--- src/rtl/dma2d_pkg.sv ---
// dma2d_pkg: shared types and register offsets of the 2-D DMA address
// generator. Assumes a 32-bit address space and 16-bit geometry fields.
package dma2d_pkg;
    localparam int ADDR_W = 32;
    localparam int FLD_W  = 16;
    localparam int BYTES_W = 5;
    localparam int NUM_SKIP = 5;

    // Beat size code held in control bits [1:0]
    typedef enum logic [1:0] {
        BEAT_2  = 2'd0,
        BEAT_4  = 2'd1,
        BEAT_8  = 2'd2,
        BEAT_16 = 2'd3
    } beat_e;

    // Walk geometry, as latched at start
    typedef struct packed {
        logic [FLD_W-1:0] xa;
        logic [FLD_W-1:0] xb;
        logic [FLD_W-1:0] xn;
        logic [FLD_W-1:0] ya;
        logic [FLD_W-1:0] yb;
        logic [FLD_W-1:0] yn;
    } geom_t;

    // Sign-extended skips
    typedef struct packed {
        logic [ADDR_W-1:0] row_a;
        logic [ADDR_W-1:0] row_b;
        logic [ADDR_W-1:0] tile_a_full;
        logic [ADDR_W-1:0] tile_a_close;
        logic [ADDR_W-1:0] tile_b;
    } skips_t;

    // Skip array index order used between regs, extenders and walker
    localparam int SK_ROW_A   = 0;
    localparam int SK_ROW_B   = 1;
    localparam int SK_TA_FULL = 2;
    localparam int SK_TA_CLOSE = 3;
    localparam int SK_TB      = 4;

    localparam logic [5:0] RA_STATUS  = 6'h00;
    localparam logic [5:0] RA_CTRL    = 6'h04;
    localparam logic [5:0] RA_PTR     = 6'h08;
    localparam logic [5:0] RA_COUNTS  = 6'h0C;
    localparam logic [5:0] RA_BSIZE   = 6'h10;
    localparam logic [5:0] RA_ASIZE   = 6'h14;
    localparam logic [5:0] RA_RSKIP_B = 6'h18;
    localparam logic [5:0] RA_TSKIP_AC = 6'h1C;
    localparam logic [5:0] RA_RSKIP_A = 6'h20;
    localparam logic [5:0] RA_TSKIP_AF = 6'h24;
    localparam logic [5:0] RA_TSKIP_B = 6'h28;
endpackage

--- src/rtl/dma2d_sext.sv ---
// dma2d_sext: sign-extends the low W bits of a 32-bit word to 32 bits,
// ignoring the bits above W. Assumes 1 <= W <= 32.
module dma2d_sext #(
    parameter int W = 17
) (
    input  logic [31:0] raw,
    output logic [31:0] ext
);
    localparam int SH = 32 - W;

    logic [31:0] lifted;

    // Move the sign bit to bit 31, then shift back arithmetically
    always_comb begin
        lifted = raw << SH;
        ext    = $unsigned($signed(lifted) >>> SH);
    end
endmodule

--- src/rtl/dma2d_regs.sv ---
// dma2d_regs: register file and read decode of the generator. Holds the
// base, control, geometry and raw skip words; status and pointer reads
// reflect the walker. Assumes word-aligned offsets on cfg_addr.
module dma2d_regs
    import dma2d_pkg::*;
(
    input  logic              clk,
    input  logic              rst_n,
    input  logic              cfg_we,
    input  logic [5:0]        cfg_addr,
    input  logic [31:0]       cfg_wdata,
    output logic [31:0]       cfg_rdata,
    input  logic              busy,
    input  logic [ADDR_W-1:0] cur_addr,
    output geom_t             geom,
    output logic [ADDR_W-1:0] base,
    output beat_e             beat_code,
    output logic [31:0]       skip_raw [NUM_SKIP]
);
    logic [31:0] ctrl_q;
    logic [31:0] counts_q, bsize_q, asize_q;

    // Register writes; status is read-only
    always_ff @(posedge clk) begin
        if (!rst_n) begin
            base     <= '0;
            ctrl_q   <= '0;
            counts_q <= '0;
            bsize_q  <= '0;
            asize_q  <= '0;
            for (int i = 0; i < NUM_SKIP; i++) skip_raw[i] <= '0;
        end else if (cfg_we) begin
            case (cfg_addr)
                RA_CTRL:     ctrl_q   <= cfg_wdata;
                RA_PTR:      base     <= cfg_wdata;
                RA_COUNTS:   counts_q <= cfg_wdata;
                RA_BSIZE:    bsize_q  <= cfg_wdata;
                RA_ASIZE:    asize_q  <= cfg_wdata;
                RA_RSKIP_A:  skip_raw[SK_ROW_A]    <= cfg_wdata;
                RA_RSKIP_B:  skip_raw[SK_ROW_B]    <= cfg_wdata;
                RA_TSKIP_AF: skip_raw[SK_TA_FULL]  <= cfg_wdata;
                RA_TSKIP_AC: skip_raw[SK_TA_CLOSE] <= cfg_wdata;
                RA_TSKIP_B:  skip_raw[SK_TB]       <= cfg_wdata;
                default: ;
            endcase
        end
    end

    // Unpack geometry halves
    always_comb begin
        geom.xn   = counts_q[15:0];
        geom.yn   = counts_q[31:16];
        geom.xb   = bsize_q[15:0];
        geom.yb   = bsize_q[31:16];
        geom.xa   = asize_q[15:0];
        geom.ya   = asize_q[31:16];
        beat_code = beat_e'(ctrl_q[1:0]);
    end

    // Read decode
    always_comb begin
        case (cfg_addr)
            RA_STATUS:   cfg_rdata = {31'd0, busy};
            RA_CTRL:     cfg_rdata = ctrl_q;
            RA_PTR:      cfg_rdata = busy ? cur_addr : base;
            RA_COUNTS:   cfg_rdata = counts_q;
            RA_BSIZE:    cfg_rdata = bsize_q;
            RA_ASIZE:    cfg_rdata = asize_q;
            RA_RSKIP_A:  cfg_rdata = skip_raw[SK_ROW_A];
            RA_RSKIP_B:  cfg_rdata = skip_raw[SK_ROW_B];
            RA_TSKIP_AF: cfg_rdata = skip_raw[SK_TA_FULL];
            RA_TSKIP_AC: cfg_rdata = skip_raw[SK_TA_CLOSE];
            RA_TSKIP_B:  cfg_rdata = skip_raw[SK_TB];
            default:     cfg_rdata = '0;
        endcase
    end


    ptr_idle_base_chk: assert property (@(posedge clk) disable iff (!rst_n)
        (!busy && cfg_addr == RA_PTR) |-> cfg_rdata == base);
endmodule

--- src/rtl/dma2d_walker.sv ---
// dma2d_walker: the nested slice/tile/row/beat sequencer. Latches the
// configuration on an accepted start, issues one request per beat, and
// applies a skip at every row end. A zero-width row takes one cycle.
// Assumes row widths are multiples of the beat size.
module dma2d_walker
    import dma2d_pkg::*;
(
    input  logic               clk,
    input  logic               rst_n,
    input  logic               start,
    input  geom_t              geom_in,
    input  skips_t             skips_in,
    input  logic [ADDR_W-1:0]  base_in,
    input  beat_e              beat_code,
    input  logic               req_ready,
    output logic               req_valid,
    output logic [ADDR_W-1:0]  req_addr,
    output logic [BYTES_W-1:0] req_bytes,
    output logic               busy,
    output logic               done,
    output logic               launch,
    output logic               fire
);
    geom_t              g;
    skips_t             sk;
    logic [BYTES_W-1:0] bsz;
    logic [ADDR_W-1:0]  addr;
    logic [FLD_W-1:0]   row, tile, slice, col;

    logic               close_slc, b_tile, last_row, row_end, walk_end;
    logic [FLD_W-1:0]   width, row_lim;
    logic [FLD_W:0]     col_next;
    logic [ADDR_W-1:0]  skip, addr_adv;

    // Position decode and row-end step
    always_comb begin
        close_slc = (slice == g.yn);
        b_tile    = (tile == g.xn);
        row_lim   = close_slc ? g.yb : g.ya;
        last_row  = (row == row_lim);
        width     = b_tile ? g.xb : g.xa;
        col_next  = {1'b0, col} + {{(FLD_W+1-BYTES_W){1'b0}}, bsz};
        req_valid = busy && (col < width);
        fire      = req_valid && req_ready;
        launch    = start && !busy;
        row_end   = busy && (req_valid ? (req_ready && col_next >= {1'b0, width}) : 1'b1);
        walk_end  = row_end && last_row && b_tile && close_slc;
        if (!last_row)
            skip = b_tile ? sk.row_b : sk.row_a;
        else if (b_tile)
            skip = sk.tile_b;
        else
            skip = close_slc ? sk.tile_a_close : sk.tile_a_full;
        addr_adv  = addr + (fire ? {{(ADDR_W-BYTES_W){1'b0}}, bsz} : '0);
        req_addr  = addr;
        req_bytes = bsz;
    end

    // Sequencer state: latch on launch, step beats and rows while busy
    always_ff @(posedge clk) begin
        if (!rst_n) begin
            busy  <= 1'b0;
            done  <= 1'b0;
            g     <= '0;
            sk    <= '0;
            bsz   <= 5'd2;
            addr  <= '0;
            row   <= '0;
            tile  <= '0;
            slice <= '0;
            col   <= '0;
        end else begin
            done <= 1'b0;
            if (launch) begin
                busy  <= 1'b1;
                g     <= geom_in;
                sk    <= skips_in;
                bsz   <= 5'd2 << beat_code;
                addr  <= base_in;
                row   <= '0;
                tile  <= '0;
                slice <= '0;
                col   <= '0;
            end else if (row_end) begin
                addr <= addr_adv + skip;
                col  <= '0;
                if (!last_row) begin
                    row <= row + 1'b1;
                end else begin
                    row <= '0;
                    if (!b_tile) begin
                        tile <= tile + 1'b1;
                    end else begin
                        tile <= '0;
                        if (!close_slc) slice <= slice + 1'b1;
                    end
                end
                if (walk_end) begin
                    busy <= 1'b0;
                    done <= 1'b1;
                end
            end else if (fire) begin
                addr <= addr_adv;
                col  <= col_next[FLD_W-1:0];
            end
        end
    end


    hold_stable_chk: assert property (@(posedge clk) disable iff (!rst_n)
        (req_valid && !req_ready) |=> (req_valid && $stable(req_addr) && $stable(req_bytes)));

    done_pulse_chk: assert property (@(posedge clk) disable iff (!rst_n)
        done |=> !done);

    busy_fall_done_chk: assert property (@(posedge clk) disable iff (!rst_n)
        $fell(busy) |-> done);

    beat_legal_chk: assert property (@(posedge clk) disable iff (!rst_n)
        req_valid |-> ($countones(req_bytes) == 1 && !req_bytes[0]));

    no_relaunch_chk: assert property (@(posedge clk) disable iff (!rst_n)
        (busy && start) |=> ($stable(g) && $stable(sk)));
endmodule

--- src/rtl/dma2d_tally.sv ---
// dma2d_tally: counts accepted bytes since the last launch and reports
// the address span walked from the latched base. Assumes fire and
// launch never coincide.
module dma2d_tally
    import dma2d_pkg::*;
(
    input  logic               clk,
    input  logic               rst_n,
    input  logic               launch,
    input  logic               fire,
    input  logic [BYTES_W-1:0] req_bytes,
    input  logic [ADDR_W-1:0]  base_in,
    input  logic [ADDR_W-1:0]  cur_addr,
    output logic [31:0]        bytes_moved,
    output logic [ADDR_W-1:0]  span_bytes
);
    logic [ADDR_W-1:0] base_q;

    // Byte counter and base latch
    always_ff @(posedge clk) begin
        if (!rst_n) begin
            bytes_moved <= '0;
            base_q      <= '0;
        end else if (launch) begin
            bytes_moved <= '0;
            base_q      <= base_in;
        end else if (fire) begin
            bytes_moved <= bytes_moved + {{(32-BYTES_W){1'b0}}, req_bytes};
        end
    end

    // Span from base to present pointer
    always_comb span_bytes = cur_addr - base_q;


    byte_count_chk: assert property (@(posedge clk) disable iff (!rst_n)
        fire |=> bytes_moved == $past(bytes_moved) + {27'd0, $past(req_bytes)});
endmodule

--- src/rtl/dma2d_agen.sv ---
// dma2d_agen: top of the 2-D DMA address generator. Wires the register
// file, the skip sign extenders (one per skip, width chosen by kind),
// the walker and the tally. Assumes OFF1_W and OFF2_W in 1..32.
module dma2d_agen
    import dma2d_pkg::*;
#(
    parameter int OFF1_W = 17,
    parameter int OFF2_W = 28
) (
    input  logic        clk,
    input  logic        rst_n,
    input  logic        cfg_we,
    input  logic [5:0]  cfg_addr,
    input  logic [31:0] cfg_wdata,
    output logic [31:0] cfg_rdata,
    input  logic        start,
    output logic        req_valid,
    input  logic        req_ready,
    output logic [31:0] req_addr,
    output logic [4:0]  req_bytes,
    output logic        done,
    output logic [31:0] bytes_moved,
    output logic [31:0] span_bytes
);
    geom_t       geom;
    skips_t      skips;
    beat_e       beat_code;
    logic [31:0] base;
    logic [31:0] skip_raw [NUM_SKIP];
    logic [31:0] skip_ext [NUM_SKIP];
    logic        busy, launch, fire;

    dma2d_regs u_regs (
        .clk       (clk),
        .rst_n     (rst_n),
        .cfg_we    (cfg_we),
        .cfg_addr  (cfg_addr),
        .cfg_wdata (cfg_wdata),
        .cfg_rdata (cfg_rdata),
        .busy      (busy),
        .cur_addr  (req_addr),
        .geom      (geom),
        .base      (base),
        .beat_code (beat_code),
        .skip_raw  (skip_raw)
    );

    for (genvar gi = 0; gi < NUM_SKIP; gi++) begin : g_sext
        localparam int WSEL = (gi == SK_ROW_A || gi == SK_ROW_B) ? OFF1_W : OFF2_W;
        dma2d_sext #(.W(WSEL)) u_sext (
            .raw (skip_raw[gi]),
            .ext (skip_ext[gi])
        );
    end

    // Pack extended skips for the walker
    always_comb begin
        skips.row_a        = skip_ext[SK_ROW_A];
        skips.row_b        = skip_ext[SK_ROW_B];
        skips.tile_a_full  = skip_ext[SK_TA_FULL];
        skips.tile_a_close = skip_ext[SK_TA_CLOSE];
        skips.tile_b       = skip_ext[SK_TB];
    end

    dma2d_walker u_walker (
        .clk       (clk),
        .rst_n     (rst_n),
        .start     (start),
        .geom_in   (geom),
        .skips_in  (skips),
        .base_in   (base),
        .beat_code (beat_code),
        .req_ready (req_ready),
        .req_valid (req_valid),
        .req_addr  (req_addr),
        .req_bytes (req_bytes),
        .busy      (busy),
        .done      (done),
        .launch    (launch),
        .fire      (fire)
    );

    dma2d_tally u_tally (
        .clk         (clk),
        .rst_n       (rst_n),
        .launch      (launch),
        .fire        (fire),
        .req_bytes   (req_bytes),
        .base_in     (base),
        .cur_addr    (req_addr),
        .bytes_moved (bytes_moved),
        .span_bytes  (span_bytes)
    );
endmodule

--- config.mk ---
export PLATFORM = sky130hd
export DESIGN_NAME = dma2d_agen
export DESIGN_NICKNAME = d
export VERILOG_FILES = /design/src/rtl/dma2d_pkg.sv /design/src/rtl/dma2d_sext.sv /design/src/rtl/dma2d_regs.sv /design/src/rtl/dma2d_walker.sv /design/src/rtl/dma2d_tally.sv /design/src/rtl/dma2d_agen.sv
export SDC_FILE = /design/constraint.sdc
export NUM_CORES = 2
export LEC_CHECK = 0
export CAP_MARGIN = 20
export CORE_UTILIZATION = 53
export DETAILED_ROUTE_END_ITERATION = 7
export GPL_TIMING_DRIVEN = 1
export PLACE_DENSITY = 0.71
export SLEW_MARGIN = 20
export SYNTH_ARGS = -nofsm -noshare
export SYNTH_HDL_FRONTEND = slang
export SYNTH_HIERARCHICAL = 1
export SYNTH_SLANG_ARGS = --single-unit
export TNS_END_PERCENT = 5
--- constraint.sdc ---
create_clock -name clk -period 11.4 [get_ports clk]
set_input_delay 1.71 -clock clk [delete_from_list [all_inputs] [get_ports clk]]
set_output_delay 1.71 -clock clk [all_outputs]
set_load 0.02 [all_outputs]
==> run_results.csv <==
group,metric,value,unit
status,status,"completed",
die,start_util,0.536,
setup_path,critPathTopFamily,"simple AND/OR/NAND/NOR gates",
logic_synthesis,yosys_warnings,6,
logic_synthesis,avgSynthCellArea,8.13,sq um
clock_tree,postCtsSetupBuffers,0,
logic_synthesis,synth_top_area_share,0.379,
final_layout,syn2layout_area_growth,8.87,%
setup_path,critPathLaunchType,"flop",
setup_path,required,11870,ps
die,core_area,0.0730,sq mm
power_and_ir_drop,total_leakage_power,0.0151,uW
global_route,grt_max_degree,138,
logic_synthesis,netlist_area,0.0391,sq mm
logic_synthesis,synthCells,4812,
clock_tree,cts_hold_buf,0,
setup_path,worst_path_largest_cell_delay,880,ps
global_route,grt_util_all_layers,0.335,
worst_hold_path,hold_class,"flop to flop",
global_route,grt_pass1_vias,31100,
logic_synthesis,synth_edf_count,0,
sta,finalClockSkew,58.5,ps
setup_path,ff2ff_setup_slack,2320,ps
setup_path,slowest_stage,"or4_4",
logic_synthesis,synth_ff_type,"dfxtp_1",
drt,via_per_inst,6.08,
placed_design,dp_slack,2550,ps
die,die_h,274,um
global_route,grt.met2_usage,0.504,
logic_synthesis,synthMuxAreaShare,0.0639,
sta,rsz0062_at_grt,"no",
placed_design,placed_cells,5487,
logic_synthesis,yosysSeqAreaShare,0.379,
drt,drc,0,
sta,fin_tns_setup,0,ps
drt,vias,34300,
placed_design,portBuffers,176,
global_route,busiest_layer,"met2",
placed_design,dpl.hpwl,87700,um
final_layout,fin_nets,4762,
global_route,grt_pass1_wl,192000,um
setup_path,crit_fanout,40,
final_layout,fin_cells,5633,
sta,hold_viol,0,
logic_synthesis,synth.area.top_cells,"dfxtp_1, nand2_1, a21boi_0, mux2i_1, buf_4",
setup_path,crit_type,"flop to flop",
global_route,overflow,0,
sta,finalCriticalPeriod,9080,ps
placed_design,gp_congestion,0.963,
drt,first_pass_iters,8,
logic_synthesis,ys_seq_elements,741,
setup_path,arrival,9550,ps
clock_tree,cts_root_buf,"clkbuf_16",
clock_tree,h-tree-depth,3,
sta,setup_viol,0,
sta,fin_ws,2320,ps
sta,fmax,110,MHz
setup_path,critical_path_buf_inv_count,2,
power_and_ir_drop,p_per_area,154,mW/mm^2
clock_tree,cts_tree,"yes",
drt,drtIter0Drc,4282,
logic_synthesis,syn_nets,4965,
clock_tree,cts_sinks,741,
logic_synthesis,synth_cell_types,89,
clock_tree,cts_resized,0,
die,rows,99,
clock_tree,path_clk_slew,60,ps
die,dieArea,0.0749,sq mm
clock_tree,clk_latency,650,ps
sta,relSlewSlack,0.189,
die,fp.dieW,274,um
clock_tree,cts_buffer_depth,3,
final_layout,drive_gt1_frac,0.0567,
drt,antenna_left,0,
logic_synthesis,synth-xor-area-share,0.0508,
sta,slew_violations,0,
logic_synthesis,async_reset_ff_frac,0,
logic_synthesis,yosys.area_share.adder,0.0372,
run,maxCapViolations,0,
drt,wl_per_cell,22.9,um
logic_synthesis,synthSimpleGateAreaFrac,0.197,
drt,finalWirelength,129000,um
clock_tree,cts_buffers,79,
sta,period_share,0.796,
logic_synthesis,yosysTopAreaCell,"dfxtp_1",
global_route,antenna_found_initial,6,
global_route,grt.met1_usage,0.456,
sta,worst_pin_slew,1210,ps
logic_synthesis,synth_top_family_by_area,"simple AND/OR/NAND/NOR gates",
logic_synthesis,synth_compound_area_frac,0.194,
power_and_ir_drop,peakVddDrop,0.000210,V
die,io_pins,178,
global_route,use_met3,0.0818,
setup_path,cp-end-kind,"flop",
[worst min-delay path, stage by stage, from the launching register on]
cell     delay, ps
dfxtp_1        310
nand2_1         50
a21oi_1         50
[synthesized netlist by cell type, types with 13 or more instances]
| cell type | n |
|---|---|
| a211o_1 | 13 |
| a21boi_0 | 335 |
| a21boi_1 | 40 |
| a21o_1 | 34 |
| a21oi_1 | 247 |
| a22o_1 | 20 |
| a22oi_1 | 29 |
| a2bb2oi_1 | 16 |
| and2_1 | 13 |
| and3_1 | 44 |
| buf_1 | 31 |
| buf_2 | 64 |
| buf_4 | 197 |
| clkbuf_1 | 217 |
| dfxtp_1 | 741 |
| ha_1 | 105 |
| inv_1 | 69 |
| mux2_2 | 23 |
| mux2i_1 | 181 |
| mux4_2 | 19 |
| nand2_1 | 1210 |
| nand3_1 | 161 |
| nand4_1 | 31 |
| nor2_1 | 154 |
| nor2b_1 | 60 |
| nor3_1 | 23 |
| nor4_1 | 23 |
| o2111ai_1 | 17 |
| o211ai_1 | 76 |
| o21ai_0 | 188 |
| o21bai_1 | 15 |
| or3_1 | 15 |
| xnor2_1 | 130 |
| xor2_1 | 97 |
[layout make-up]
| type | instances | area, sq um |
|---|---|---|
| repair buffers | 229 | 2180 |
| clock inverters | 30 | 474 |
| inverters | 72 | 280 |
| flip-flops and latches | 741 | 14800 |
| diodes | 2 | 5.00 |
| fillers | 6618 | 30400 |
| well taps | 959 | 1200 |
| multi-input cells | 3486 | 21300 |
| clock buffers | 114 | 2330 |
[stage by stage]
| stage | utilization | hold slack [ps] | power [uW] | cell area (sq um) |
|---|---|---|---|---|
| after global placement | 0.545 | 437 | 3830 | 39800 |
| after CTS | 0.584 | 453 | 6570 | 42600 |
| after global routing | 0.584 | 467 | 6760 | 42600 |
| after detailed placement | 0.545 | 446 | 3840 | 39800 |
| after floorplan | - | 432 | 3420 | 39100 |
| final | 0.584 | 452 | 6570 | 42600 |
[path summary, 6_finish.rpt]
| kind | startpoint | end | cells after the start |
|---|---|---|---|
| setup / recovery | u_walker/tile[1] | u_walker/req_addr[25] | 31 |
| hold / removal | u_walker/sk[37] | u_walker/sk[37] | 2 |
| setup reg to reg | u_walker/tile[1] | u_walker/req_addr[25] | 31 |
| hold reg to reg | u_walker/sk[37] | u_walker/sk[37] | 2 |
[state kept, by name, summed over array words and instances (netlist names)]
register,count
u_regs/asize_q,32
u_regs/base,32
u_regs/bsize_q,32
u_regs/counts_q,32
u_regs/ctrl_q,32
u_regs/skip_raw,160
u_tally/base_q,32
u_tally/bytes_moved,32
u_walker/busy,1
u_walker/col,15
u_walker/done,1
u_walker/g,96
u_walker/req_addr,32
u_walker/req_bytes,4
u_walker/row,16
u_walker/sk,160
u_walker/slice,16
u_walker/tile,16
[placed cells by master, fill, tap and decap left out, types with 97 or more instances in the layout]
master	netlist	layout
nand2_1	1210	1208
dfxtp_1	741	740
a21boi_0	335	335
a21oi_1	247	247
o21ai_0	188	188
mux2i_1	181	181
clkdlybuf4s50_1	0	173
nand3_1	161	159
nor2_1	154	152
xnor2_1	130	130
ha_1	105	105
xor2_1	97	97
[routing by layer]
metal	wire (um)	vias to the layer above
met4	5520	4
met3	13600	298
met5	15	-
met2	55500	1744
met1	54500	16300
li1	-	15900
[kinds of logic (layout without fill, tap and decap cells)]
group / after synthesis / after routing
muxes: 223 / 223
DFF: 741 / 741
other: 1 / 3
xor gates and xnor gates: 227 / 227
AOI/OAI and AO/OA: 1134 / 1134
adders and majority gates: 114 / 114
and+or+nand+nor: 1787 / 1787
buffers and inverters: 585 / 445
[power breakdown]
group	internal, uW	switching [uW]	total [uW]
registers	2610	47.4	2660
clock network	1640	1120	2760
logic	421	729	1150
total	4670	1900	6570
Power figures use the tool's default switching activity.
